**config.mk**
```make
export PLATFORM = sky130hd
export DESIGN_NAME = pci_err_reporter
export DESIGN_NICKNAME = d
export VERILOG_FILES = /design/src/rtl/pci_err_pkg.sv /design/src/rtl/perr_sampler.sv /design/src/rtl/perr_driver.sv /design/src/rtl/serr_collector.sv /design/src/rtl/pci_err_reporter.sv
export SDC_FILE = /design/constraint.sdc
export NUM_CORES = 1
export LEC_CHECK = 0
export BUFFER_PORTS_ARGS = -buffer_cell sky130_fd_sc_hd__buf_2
export CORE_AREA = 10 10 47 49
export CTS_CLUSTER_SIZE = 40
export DETAILED_ROUTE_END_ITERATION = 16
export DIE_AREA = 0 0 57 59
export GPL_ROUTABILITY_DRIVEN = 0
export PLACE_DENSITY_LB_ADDON = 0.2
export RECOVER_POWER = 50
export SLEW_MARGIN = 10
export SYNTH_ARGS = -nofsm -noshare
export SYNTH_HDL_FRONTEND = slang
export SYNTH_HIERARCHICAL = 1
export SYNTH_SLANG_ARGS = --single-unit
```
**constraint.sdc**
```tcl
create_clock -name clk -period 1.6 [get_ports clk]
set_input_delay 0.08 -clock clk [delete_from_list [all_inputs] [get_ports clk]]
set_output_delay 0.08 -clock clk [all_outputs]
set_load 0.1 [all_outputs]
```
**src/rtl/pci_err_pkg.sv**
```systemverilog
package pci_err_pkg;
  localparam int NSRC     = 6;
  localparam int SRC_ADDR = 0;
  localparam int SRC_RXD  = 1;
  localparam int SRC_TXD  = 2;
  localparam int SRC_TAB  = 3;
  localparam int SRC_DRAM = 4;
  localparam int SRC_L2   = 5;

  typedef struct packed {
    logic par_en;
    logic perr_rx_en;
    logic serr_mem_en;
    logic serr_l2_en;
    logic serr_addr_en;
    logic serr_rxd_en;
    logic serr_txd_en;
    logic serr_tab_en;
  } err_cfg_t;

  // PERR# is handled only under both enables
  function automatic logic perr_active(err_cfg_t c);
    return c.par_en & c.perr_rx_en;
  endfunction

  // Per-source SERR# qualification; L2 needs two enables
  function automatic logic [NSRC-1:0] serr_gate(logic [NSRC-1:0] ev, err_cfg_t c);
    logic [NSRC-1:0] en;
    en[SRC_ADDR] = c.serr_addr_en;
    en[SRC_RXD]  = c.serr_rxd_en;
    en[SRC_TXD]  = c.serr_txd_en;
    en[SRC_TAB]  = c.serr_tab_en;
    en[SRC_DRAM] = c.serr_mem_en;
    en[SRC_L2]   = c.serr_mem_en & c.serr_l2_en;
    return c.par_en ? (ev & en) : '0;
  endfunction
endpackage

```
**src/rtl/perr_sampler.sv**
```systemverilog
module perr_sampler #(
  parameter int DLY = 2
) (
  input  logic clk,
  input  logic rst_n,
  input  logic active,
  input  logic wr_drive,
  input  logic perr_in_n,
  output logic tx_hit
);
  logic [DLY-1:0] pipe;

  always_ff @(posedge clk) begin
    if (!rst_n) pipe <= '0;
    else        pipe <= (pipe << 1) | DLY'(wr_drive);
  end

  assign tx_hit = active & pipe[DLY-1] & ~perr_in_n;
endmodule

```
**src/rtl/perr_driver.sv**
```systemverilog
module perr_driver (
  input  logic clk,
  input  logic rst_n,
  input  logic req,
  output logic out_n,
  output logic oe
);
  typedef enum logic [1:0] {PD_IDLE, PD_LOW, PD_HIGH} pd_state_t;
  pd_state_t st;

  always_ff @(posedge clk) begin
    if (!rst_n)            st <= PD_IDLE;
    else if (req)          st <= PD_LOW;
    else if (st == PD_LOW) st <= PD_HIGH;
    else                   st <= PD_IDLE;
  end

  assign out_n = (st != PD_LOW);
  assign oe    = (st != PD_IDLE);
endmodule

```
**src/rtl/serr_collector.sv**
```systemverilog
module serr_collector #(
  parameter int N = 6
) (
  input  logic         clk,
  input  logic         rst_n,
  input  logic [N-1:0] hit,
  input  logic [N-1:0] det,
  input  logic [N-1:0] clr,
  output logic         serr_oe,
  output logic [N-1:0] status
);
  always_ff @(posedge clk) begin
    if (!rst_n) begin
      serr_oe <= 1'b0;
      status  <= '0;
    end else begin
      serr_oe <= |hit;
      status  <= (status & ~clr) | det;
    end
  end
endmodule

```
**src/rtl/pci_err_reporter.sv**
```systemverilog
module pci_err_reporter
  import pci_err_pkg::*;
#(
  parameter int SAMPLE_DLY = 2
) (
  input  logic            clk,
  input  logic            rst_n,
  input  logic            cfg_par_en,
  input  logic            cfg_perr_rx_en,
  input  logic            cfg_serr_mem_en,
  input  logic            cfg_serr_l2_en,
  input  logic            cfg_serr_addr_en,
  input  logic            cfg_serr_rxd_en,
  input  logic            cfg_serr_txd_en,
  input  logic            cfg_serr_tab_en,
  input  logic            ev_addr_par,
  input  logic            ev_rd_data_par,
  input  logic            ev_mst_wr_par,
  input  logic            ev_pchk_dram,
  input  logic            ev_pchk_l2,
  input  logic            ev_tabort,
  input  logic            wr_data_drive,
  input  logic            perr_in_n,
  output logic            perr_out_n,
  output logic            perr_oe,
  output logic            serr_oe,
  output logic [NSRC-1:0] status,
  input  logic [NSRC-1:0] status_clr
);
  err_cfg_t        cfg;
  logic            perr_act;
  logic            perr_req;
  logic            tx_hit;
  logic [NSRC-1:0] src_det;
  logic [NSRC-1:0] serr_hit;

  assign cfg = '{par_en: cfg_par_en, perr_rx_en: cfg_perr_rx_en,
                 serr_mem_en: cfg_serr_mem_en, serr_l2_en: cfg_serr_l2_en,
                 serr_addr_en: cfg_serr_addr_en, serr_rxd_en: cfg_serr_rxd_en,
                 serr_txd_en: cfg_serr_txd_en, serr_tab_en: cfg_serr_tab_en};

  assign perr_act = perr_active(cfg);
  assign perr_req = perr_act & (ev_rd_data_par | ev_mst_wr_par);

  always_comb begin
    src_det           = '0;
    src_det[SRC_ADDR] = ev_addr_par;
    src_det[SRC_RXD]  = ev_rd_data_par;
    src_det[SRC_TXD]  = tx_hit;
    src_det[SRC_TAB]  = ev_tabort;
    src_det[SRC_DRAM] = ev_pchk_dram;
    src_det[SRC_L2]   = ev_pchk_l2;
  end

  assign serr_hit = serr_gate(src_det, cfg);

  perr_sampler #(.DLY(SAMPLE_DLY)) u_smp (
    .clk(clk), .rst_n(rst_n), .active(perr_act), .wr_drive(wr_data_drive),
    .perr_in_n(perr_in_n), .tx_hit(tx_hit));

  perr_driver u_pdrv (
    .clk(clk), .rst_n(rst_n), .req(perr_req), .out_n(perr_out_n), .oe(perr_oe));

  serr_collector #(.N(NSRC)) u_serr (
    .clk(clk), .rst_n(rst_n), .hit(serr_hit), .det(src_det), .clr(status_clr),
    .serr_oe(serr_oe), .status(status));
endmodule

```
# Yosys cells after proc, flatten, opt, wreduce, memory -nomap -nowiden
# Index checks and enable logic that the tools add are counted.
dict set report word_totals {
  elab_cells 26
  out_inout_bits 9
  ff_bits 11
}
dict set report classes {
  n_eq_ne 2
  reduce_logical 3
  mux 3
  n_bitwise 13
}
# op n
set ops {}
lappend ops {{$and A6 B6 Y6} 2}
lappend ops {{$mux W6} 1}
lappend ops {{$not A6 Y6} 1}
lappend ops {{$or A6 B6 Y6} 1}
lappend ops {{$reduce_or A6 Y1} 1}
lappend ops {{$and A1 B1 Y1} 5}
lappend ops {{$eq A2 B1 Y1 const B} 1}
lappend ops {{$mux W2} 1}
lappend ops {{$ne A2 B1 Y1 const B} 1}
lappend ops {{$not A1 Y1} 2}
lappend ops {{$or A2 B1 Y2} 1}
lappend ops {{$reduce_bool A2 Y1} 1}
lappend ops {{$reduce_or A2 Y1} 1}
lappend ops {{$mux W1} 1}
lappend ops {{$or A1 B1 Y1} 1}

# Longest topological paths before layout
dict set report depth {
  depth_word 6
  mapped_depth 5
}

# By module
# Netlist, hierarchy kept.
# mod cells_per_inst seq_area_each_um2 instances area_per_inst_um2
set by_module_without_submodules {}
lappend by_module_without_submodules {serr_collector 21 140.1 1 239.0}
lappend by_module_without_submodules {perr_driver 6 40.0 1 71.3}
lappend by_module_without_submodules {pci_err_reporter 8 0.0 1 63.8}
lappend by_module_without_submodules {perr_sampler 5 40.0 1 61.3}

# Worst setup path after synthesis
# Ideal clock, no wire load.
dict set report synth_timing {
  path_kind {reg-to-reg}
  startpoint {register u_smp.pipe[1]}
  endpoint {register u_serr.serr_oe}
  path_stages_with_launch 5
  setup_slack_ps 237
  setup_time_ps 120
  synth_period_minus_slack_ps 1363
  required_time_ps 1480
  arrival_time_ps 1243
  path_cell_list {dfxtp_1 -> and3b_1 -> and3_2 -> or4_1 -> o31a_1}
}
dict set report synth_between {
  elab_chain_cells 5
}
# item line_no
set synth_rtl {}
lappend synth_rtl {{start: declaration} perr_sampler.sv:11} ;# logic [DLY-1:0] pipe;
lappend synth_rtl {{start signal: assignment} perr_sampler.sv:15} ;# else pipe <= (pipe << 1) | DLY'(wr_drive);
lappend synth_rtl {{$and A1 B1 Y1 (2 in a row)} perr_sampler.sv:18} ;# assign tx_hit = active & pipe[DLY-1] & ~perr_in_n;
lappend synth_rtl {{named net tx_hit} pci_err_reporter.sv:33} ;# logic tx_hit;
lappend synth_rtl {{$and A6 B6 Y6} pci_err_pkg.sv:35} ;# return c.par_en ? (ev & en) : '0;
lappend synth_rtl {{$mux W6} pci_err_pkg.sv:35}
lappend synth_rtl {{named net serr_hit[2]} pci_err_reporter.sv:35} ;# logic [NSRC-1:0] serr_hit;
lappend synth_rtl {{$reduce_or A6 Y1} serr_collector.sv:17} ;# serr_oe <= |hit;
lappend synth_rtl {{end signal: assignment} serr_collector.sv:17}
lappend synth_rtl {{end: declaration} serr_collector.sv:9} ;# output logic serr_oe,
# The timed path passes the listed nets, and every way through them passes these cells.
# A chain may end at the register's enable or synchronous reset.

# Final worst setup path
# Same ends and word-level chain as after synthesis.

==> impl_metrics.env <==
export IMPL_status="complete, no violations"
export IMPL_antenna_found_initial=0
export IMPL_numPortBuffers=32
export IMPL_slew_violations=0
export IMPL_fin_skew_ps=0.419
export IMPL_ant_nets=0
export IMPL_min_path_type="in -> reg"
export IMPL_synth_seq_cells=11
export IMPL_power_leakage_uw=0.000342
export IMPL_critPathRequiredTime_ps=1760
export IMPL_post_cts_buffers=0
export IMPL_finalCriticalPeriod_ps=1400
export IMPL_cts_clk_slew_worst_paths_ps=70
export IMPL_drtIter0Drc=3
export IMPL_io_pins=33
export IMPL_crit_path_end_kind="flop"
export IMPL_worst_slew_pin_slew_ps=497
export IMPL_crit_type="reg -> reg"
export IMPL_syn_area_per_cell_sq_um=10.9
export IMPL_drive_above_1_share=0.545
export IMPL_initial_core_util=0.311
export IMPL_cts_root_buf="clkbuf_4"
export IMPL_cts_sinks=11
export IMPL_fmax_mhz=714
export IMPL_ir_drop_uv=531
export IMPL_syn_area_sq_um=435
export IMPL_yosysTopAreaCell="dfxtp_1"
export IMPL_start_kind="flop"
export IMPL_rsz0062_at_grt="no"
export IMPL_cts_resized=0
export IMPL_dr_pass1_iters=2
export IMPL_ctsHoldBuffers=0
export IMPL_num_rows=14
export IMPL_cts_tree="yes"
export IMPL_hold_viol=0
export IMPL_fp_dieW_microns=57
export IMPL_synth_top_area_share=0.506
export IMPL_track_usage=0.0745
export IMPL_hpwlAfterDp_microns=1020
export IMPL_powerDensity_nw_per_um2=997
export IMPL_final_seq_area_sq_um=220
export IMPL_relSlewSlack=0.671
export IMPL_drc=0
export IMPL_synthCells=40
export IMPL_insertedDiodeCount=0
export IMPL_grt_pass1_wl_microns=1950
export IMPL_area_delta_synth_final_pct=48.9
export IMPL_layout_common_cells="buf_2 (31), dfxtp_1 (11), nor2b_1 (6), o21a_1 (6), and3_2 (5)"
export IMPL_crit_fanout=2
export IMPL_grt_start_max_net_pins=12
export IMPL_yosysWarnings=6
export IMPL_drv_cap=0
export IMPL_fin_crit_sh=0.876
export IMPL_clk_latency_ps=260
export IMPL_die_h_microns=59
export IMPL_fillerInstances=152
export IMPL_viasPerCell=4.60
export IMPL_fin_util=0.463
export IMPL_syn_nets=64
export IMPL_cts_buffers_inserted=3
export IMPL_wire_per_inst_microns=13.0
export IMPL_synth_distinct_cells=14
export IMPL_core_area_sq_um=1400
export IMPL_nets=102
export IMPL_multi_input_area_sq_um=215
export IMPL_finalSetupTns_ps=0
export IMPL_synth_area_leaders="dfxtp_1 (51%), o21a_1 (10%), and3_2 (8.6%)"
export IMPL_vias=428
export IMPL_htreeDepth=1
export IMPL_clockBufferDepth=2
export IMPL_grt_pass1_vias=468
export IMPL_critical_path_arrival_ps=1560
export IMPL_final_common_cell="buf_2"
export IMPL_overflow=0
export IMPL_dieArea_sq_um=3360
export IMPL_ys_seq_area_frac=0.506
export IMPL_finalSetupViolations=0
export IMPL_routed_wl_microns=1210
-- report_power, final --
part | internal [uW] | total, uW | switching (uW)
logic | 48.1 | 167 | 119
registers | 288 | 292 | 4.43
clock network | 96.3 | 187 | 90.2
-- worst max-delay path, cell delays in order, from the launching register on --
cell and delay (ps):
dfxtp_1 300, and3b_1 170, and3_2 200, or4_1 390, o31a_1 240
-- per-layer routing --
layer  wire length [microns]  track usage  up-vias
met2                     497        0.102       24
li1                        -            -      217
met5                       0            0        -
met3                     195       0.0536        0
met4                       0       0.0503        0
met1                     518       0.0790      187
-- cell usage after synthesis --
cell type,instances
or4_1,1
o31a_1,1
or2_1,1
o21a_1,6
and3_2,5
nor2b_1,6
o211a_1,1
and3b_1,1
nand2b_1,1
and2_2,1
and4_1,1
dfxtp_1,11
and2_1,3
and4bb_2,1
-- metrics by stage --
stage / cells / worst slack (ps) / total power [uW] / hold slack, ps / area (sq um)
3_5_place_dp: 89 / 125 / 468 / 285 / 623
3_3_place_gp: 89 / 150 / 467 / 279 / 623
6_report: 93 / 199 / 646 / 13.4 / 648
2_1_floorplan: 40 / 237 / 417 / 198 / 435
5_1_grt: 93 / 113 / 681 / 18.8 / 648
4_1_cts: 93 / 191 / 660 / 3.83 / 649
-- state kept, by name (all words and copies together) (netlist names) --
signal,cells
u_pdrv/st,2
u_serr/serr_oe,1
u_serr/status,6
u_smp/pipe,2
-- cell families after synthesis --
logic type,after synthesis,synth area share
DFF,11,0.506
AOI/OAI and AO/OA,8,0.147
and+or+nand+nor,21,0.348
-- worst paths after layout --
path,from,end,slack [ps],depth (start not counted)
setup reg to reg,u_smp/pipe[1],u_serr/serr_oe,200,4
setup / recovery,u_smp/pipe[1],u_serr/serr_oe,200,4
hold reg to reg,u_smp/pipe[0],u_smp/pipe[1],440,1
hold / removal,wr_data_drive,u_smp/pipe[0],10,2
-- layout make-up --
type / instances / area share
clock buffer: 4 / 0.0405
multi-input combinational: 29 / 0.332
sequential: 11 / 0.340
tap: 16 / 0.0309
timing repair buffer: 33 / 0.257
Note: power is estimated with default switching activity, not from simulation.
